==> src/rtl/sewin_pkg.sv <==
package sewin_pkg;
  typedef enum logic [1:0] {
    CMD_MISC_A     = 2'd0,
    CMD_SECT_ERASE = 2'd1,
    CMD_SUSPEND    = 2'd2,
    CMD_MISC_B     = 2'd3
  } cmd_kind_t;

  typedef enum logic [1:0] {
    ST_READ   = 2'd0,
    ST_WINDOW = 2'd1,
    ST_ERASE  = 2'd2
  } sewin_state_t;
endpackage

==> src/rtl/sewin_timer.sv <==
module sewin_timer #(
  parameter int WIN_CYCLES = 20000
) (
  input  logic clk,
  input  logic rst,
  input  logic load,
  input  logic run,
  output logic last
);
  localparam int CW = (WIN_CYCLES > 1) ? $clog2(WIN_CYCLES) : 1;
  localparam logic [CW-1:0] LAST_VAL = CW'(WIN_CYCLES - 1);

  logic [CW-1:0] cnt;

  always_ff @(posedge clk) begin
    if (rst) begin
      cnt <= '0;
    end else if (load) begin
      cnt <= '0;
    end else if (run && cnt != LAST_VAL) begin
      cnt <= cnt + 1'b1;
    end
  end

  assign last = (cnt == LAST_VAL);
endmodule

==> src/rtl/sewin_marks.sv <==
module sewin_marks #(
  parameter int NUM_SECTORS = 64,
  parameter int SECT_W      = $clog2(NUM_SECTORS)
) (
  input  logic                   clk,
  input  logic                   rst,
  input  logic                   clr,
  input  logic                   set,
  input  logic [SECT_W-1:0]      sector,
  output logic [NUM_SECTORS-1:0] marks
);
  for (genvar i = 0; i < NUM_SECTORS; i++) begin : g_bit
    logic hit;
    assign hit = set && (sector == SECT_W'(i));
    always_ff @(posedge clk) begin
      if (rst) begin
        marks[i] <= 1'b0;
      end else if (hit) begin
        marks[i] <= 1'b1;
      end else if (clr) begin
        marks[i] <= 1'b0;
      end
    end
  end
endmodule

==> src/rtl/sector_erase_window.sv <==
module sector_erase_window
  import sewin_pkg::*;
#(
  parameter int NUM_SECTORS = 64,
  parameter int SECT_W      = $clog2(NUM_SECTORS),
  parameter int CLK_MHZ     = 250,
  parameter int WINDOW_US   = 80
) (
  input  logic                   clk,
  input  logic                   rst,
  input  logic                   cmd_valid,
  input  logic [1:0]             cmd_kind,
  input  logic [SECT_W-1:0]      cmd_sector,
  input  logic                   erase_done,
  output logic                   window_open,
  output logic                   timer_expired,
  output logic                   erase_start,
  output logic [NUM_SECTORS-1:0] sector_marks
);
  localparam int WIN_CYCLES = CLK_MHZ * WINDOW_US;

  sewin_state_t state, nstate;
  logic is_se, is_susp, is_other;
  logic t_load, t_run, t_last;
  logic m_clr, m_set, start_nxt;

  assign is_se    = cmd_valid && (cmd_kind == CMD_SECT_ERASE);
  assign is_susp  = cmd_valid && (cmd_kind == CMD_SUSPEND);
  assign is_other = cmd_valid && !is_se && !is_susp;

  always_comb begin
    nstate    = state;
    t_load    = 1'b0;
    t_run     = 1'b0;
    m_clr     = 1'b0;
    m_set     = 1'b0;
    start_nxt = 1'b0;
    unique case (state)
      ST_READ: begin
        if (is_se) begin
          nstate = ST_WINDOW;
          t_load = 1'b1;
          m_clr  = 1'b1;
          m_set  = 1'b1;
        end
      end
      ST_WINDOW: begin
        if (is_se) begin
          t_load = 1'b1;
          m_set  = 1'b1;
        end else if (is_other) begin
          nstate = ST_READ;
          m_clr  = 1'b1;
        end else if (t_last) begin
          nstate    = ST_ERASE;
          start_nxt = 1'b1;
        end else begin
          t_run = 1'b1;
        end
      end
      ST_ERASE: begin
        if (erase_done) begin
          nstate = ST_READ;
          m_clr  = 1'b1;
        end
      end
      default: nstate = ST_READ;
    endcase
  end

  always_ff @(posedge clk) begin
    if (rst) begin
      state         <= ST_READ;
      window_open   <= 1'b0;
      timer_expired <= 1'b0;
      erase_start   <= 1'b0;
    end else begin
      state         <= nstate;
      window_open   <= (nstate == ST_WINDOW);
      timer_expired <= (nstate == ST_ERASE);
      erase_start   <= start_nxt;
    end
  end

  sewin_timer #(.WIN_CYCLES(WIN_CYCLES)) u_timer (
    .clk  (clk),
    .rst  (rst),
    .load (t_load),
    .run  (t_run),
    .last (t_last)
  );

  sewin_marks #(.NUM_SECTORS(NUM_SECTORS), .SECT_W(SECT_W)) u_marks (
    .clk    (clk),
    .rst    (rst),
    .clr    (m_clr),
    .set    (m_set),
    .sector (cmd_sector),
    .marks  (sector_marks)
  );
endmodule

==> config.mk <==
export PLATFORM = sky130hd
export DESIGN_NAME = sector_erase_window
export DESIGN_NICKNAME = d
export VERILOG_FILES = /design/src/rtl/sewin_pkg.sv /design/src/rtl/sewin_timer.sv /design/src/rtl/sewin_marks.sv /design/src/rtl/sector_erase_window.sv
export SDC_FILE = /design/constraint.sdc
export NUM_CORES = 1
export LEC_CHECK = 0
export ABC_CLOCK_PERIOD_IN_PS = 2300
export BUFFER_PORTS_ARGS = -buffer_cell sky130_fd_sc_hd__buf_2
export CORE_MARGIN = 1
export CORE_UTILIZATION = 50
export CTS_CLUSTER_DIAMETER = 150
export CTS_CLUSTER_SIZE = 30
export DETAILED_ROUTE_END_ITERATION = 6
export HOLD_SLACK_MARGIN = 0.1
export PLACE_DENSITY = 0.76
export SLEW_MARGIN = 20
export SYNTH_ARGS = -nofsm -noshare
export SYNTH_HDL_FRONTEND = slang
export SYNTH_SLANG_ARGS = --single-unit
==> constraint.sdc <==
create_clock -name clk -period 2.3 [get_ports clk]
set_input_delay 0.23 -clock clk [delete_from_list [all_inputs] [get_ports clk]]
set_output_delay 0.23 -clock clk [all_outputs]
set_load 0.05 [all_outputs]
==> reports/metrics.cfg <==
[clock_network]
clkSinkCount = 84
post_cts_resized = 0
path_clk_slew_ns = 0.08
cts_setup_buffers = 0
hold_buffers = 0
cts.htree.levels = 3
clockBufferDepth = 2
cts_tree = built
cts_made_buffers = 9
insertion_delay_ns = 0.35
cts-root-buf = clkbuf_8

[timing]
rsz0062_at_grt = no
finalSetupTns_ns = 0
worstMarginPinSlew_ns = 0.505
finalSetupViolations = 0
skew_ns = 0.00379
relSlewSlack_pct = 65.4
post-route-period-util_pct = 80.8
finalHoldViolations = 0
period_needed_ns = 1.86
final_max_slew_viol_count = 0
fmax_ghz = 0.538

[layout]
final_cell_area_um2 = 3770
multi_input_area_um2 = 1370
fillers = 523
final_cell_count_no_fill = 446
final_core_util_pct = 62.6
area_delta_synth_final_pct = 18.3
drive_above_1_share_pct = 37.5
seq_area_um2 = 1680
diodes = 0
nets = 379

[pwr]
power.leakage_nw = 1.55
p_per_area_nw_per_um2 = 674
irDropWorstVdd_mv = 0.466

[detailed_routing]
wl_per_cell_um = 16.2
drc = 0
vias_per_cell = 5.74
drtAntennaViolNets = 0
drt_iter0_markers = 153
drtPass1Iterations = 4
vias = 2558
drt-total-wl_um = 7240

[synth]
synth_cell_type_count = 46
synth_ff_type = dfxtp_1
syn_inst = 291
synth_top_area_share_pct = 52.7
muxShareOfSynthArea_pct = 0.314
syn_area_um2 = 3190
synth_edf_count = 0
yosysTopAreaCell = dfxtp_1
synth-async-reset-ratio_pct = 0
syn_nets = 304
yosysWarnings = 0
synth_xor_area_share_pct = 1.10
yosys-top-cells-area = dfxtp_1, a22o_2, o2bb2ai_1, a22o_1, nor2_1
synthSimpleGateAreaFrac_pct = 14.5
avgSynthCellArea_um2 = 11.0
ys_seq_area_share_pct = 52.7
synth_top_family_by_area = compound AO/OA/AOI/OAI gates
synthAdderAreaFrac_pct = 0.392
synth_seq_cells = 84
synth_compound_area_share_pct = 26.5

[job]
drv_cap = 0

[placement]
hpwl_um = 5000
dp.cells = 430
port_buffers = 78
placed_area_um2 = 3600
place_congestion = 0.787

[setup_path]
start_kind = register
crit_fanout = 11
critPathRequiredTime_ns = 2.56
end_kind = register
path_class = register to register
worstPathArrival_ns = 2.11

[die]
io_pins = 79
chipHeight_um = 81.9
rows = 28
dieArea_um2 = 6700
core_um2 = 6030
die_x_um = 81.9
initial_core_util_pct = 52.9

[worst_hold_path]
hp-class = primary input to register

[run_status]
status = finished, final reports clean

[global_route]
grt_max_degree = 65
first_global_vias = 2276
grt_pass1_wl_um = 11400
overflow = 0
grtUsageTotal_pct = 22.7
grt_antenna_before_repair = 0

[worst paths after layout]
| path | slack (ns) | depth (start not counted) | start | endpoint |
|---|---|---|---|---|
| worst max-delay path | 0.44 | 6 | u_timer.cnt[0] | state[1] |
| worst max register to register | 0.44 | 6 | u_timer.cnt[0] | state[1] |
| worst min-delay path | 0.21 | 3 | erase_done | timer_expired |
| worst min register to register | 0.46 | 1 | u_marks.marks[59] | u_marks.marks[59] |
[Yosys cell counts (2+ instances only)]
cell,n
dfxtp_1,84
a22o_2,29
o2bb2ai_1,24
nor2_1,19
a21oi_1,12
a22o_1,11
or3_1,9
nand3_1,7
buf_1,6
buf_6,6
inv_1,6
nand2_1,6
nand3b_1,6
o21ai_0,6
nand2b_1,5
nand4_1,5
or2_2,5
clkbuf_1,4
or4_1,4
xnor2_1,4
nor3b_1,3
a21o_1,2
a221oi_1,2
buf_4,2
o31ai_1,2
or3b_2,2
[through the flow]
stage	setup slack [ns]	hold WS (ns)	power [mW]
3_3_place_gp	0.492	0.442	1.62
5_1_grt	0.219	0.227	2.63
6_report	0.442	0.212	2.54
2_1_floorplan	0.661	0.428	1.59
3_5_place_dp	0.459	0.443	1.62
4_1_cts	0.421	0.212	2.56
[state kept, by name (all words and copies together) (netlist names)]
name / cells
window_open: 1
state: 2
erase_start: 1
timer_expired: 1
u_timer.cnt: 15
u_marks.marks: 64
[report_power, final]
| part | switching (mW) | internal (mW) |
|---|---|---|
| combinational | 0.0908 | 0.0355 |
| sequential | 0.00395 | 1.46 |
| clock | 0.532 | 0.424 |
[cell type report]
cell class | instances | share of cell area (%)
sequential | 84 | 44.6
multi-input combinational | 183 | 36.2
timing repair buffer | 82 | 11.5
clock buffer | 11 | 3.75
tap | 75 | 2.49
clock inverter | 5 | 0.962
inverter | 6 | 0.597
[routing by layer]
| metal | vias to the layer above | global-route usage (%) | part of all wire [%] |
|---|---|---|---|
| met3 | 6 | 6.22 | 7.2 |
| li1 | 1258 | - | - |
| met5 | - | 0 | 0 |
| met4 | 0 | 10.0 | 1.2 |
| met1 | 1208 | 30.1 | 47 |
| met2 | 86 | 34.1 | 45 |
[worst max-delay path, cell delays in order (launching register included)]
cell and delay, ns:
dfxtp_1 0.39, ha_1 0.21, nand4_1 0.24, nor4_2 0.33, buf_4 0.21, nand2_1 0.10
a221oi_1 0.29
[layout by cell type, fill, tap and decap left out, types with 3 or more instances in the layout]
cell type	synthesis	routed
a21oi_1	12	12
a22o_1	11	11
a22o_2	29	29
buf_2	0	78
buf_4	2	3
clkbuf_8	0	10
clkinvlp_4	0	3
dfxtp_1	84	84
inv_1	6	6
nand2_1	6	6
nand2b_1	5	5
nand3_1	7	7
nand3b_1	6	6
nand4_1	5	5
nor2_1	19	19
nor3b_1	3	3
o21ai_0	6	6
o2bb2ai_1	24	24
or2_2	5	5
or3_1	9	9
or4_1	4	4
xnor2_1	4	4
[logic make-up (layout without fill, tap and decap cells)]
family	count (synthesis)	count (layout)
DFF	84	84
AOI/OAI and AO/OA	98	98
adders and majority gates	1	1
and+or+nand+nor	79	79
xor gates and xnor gates	4	4
buffers and inverters	24	104
muxes	1	1
(Power assumes the default switching activity.)
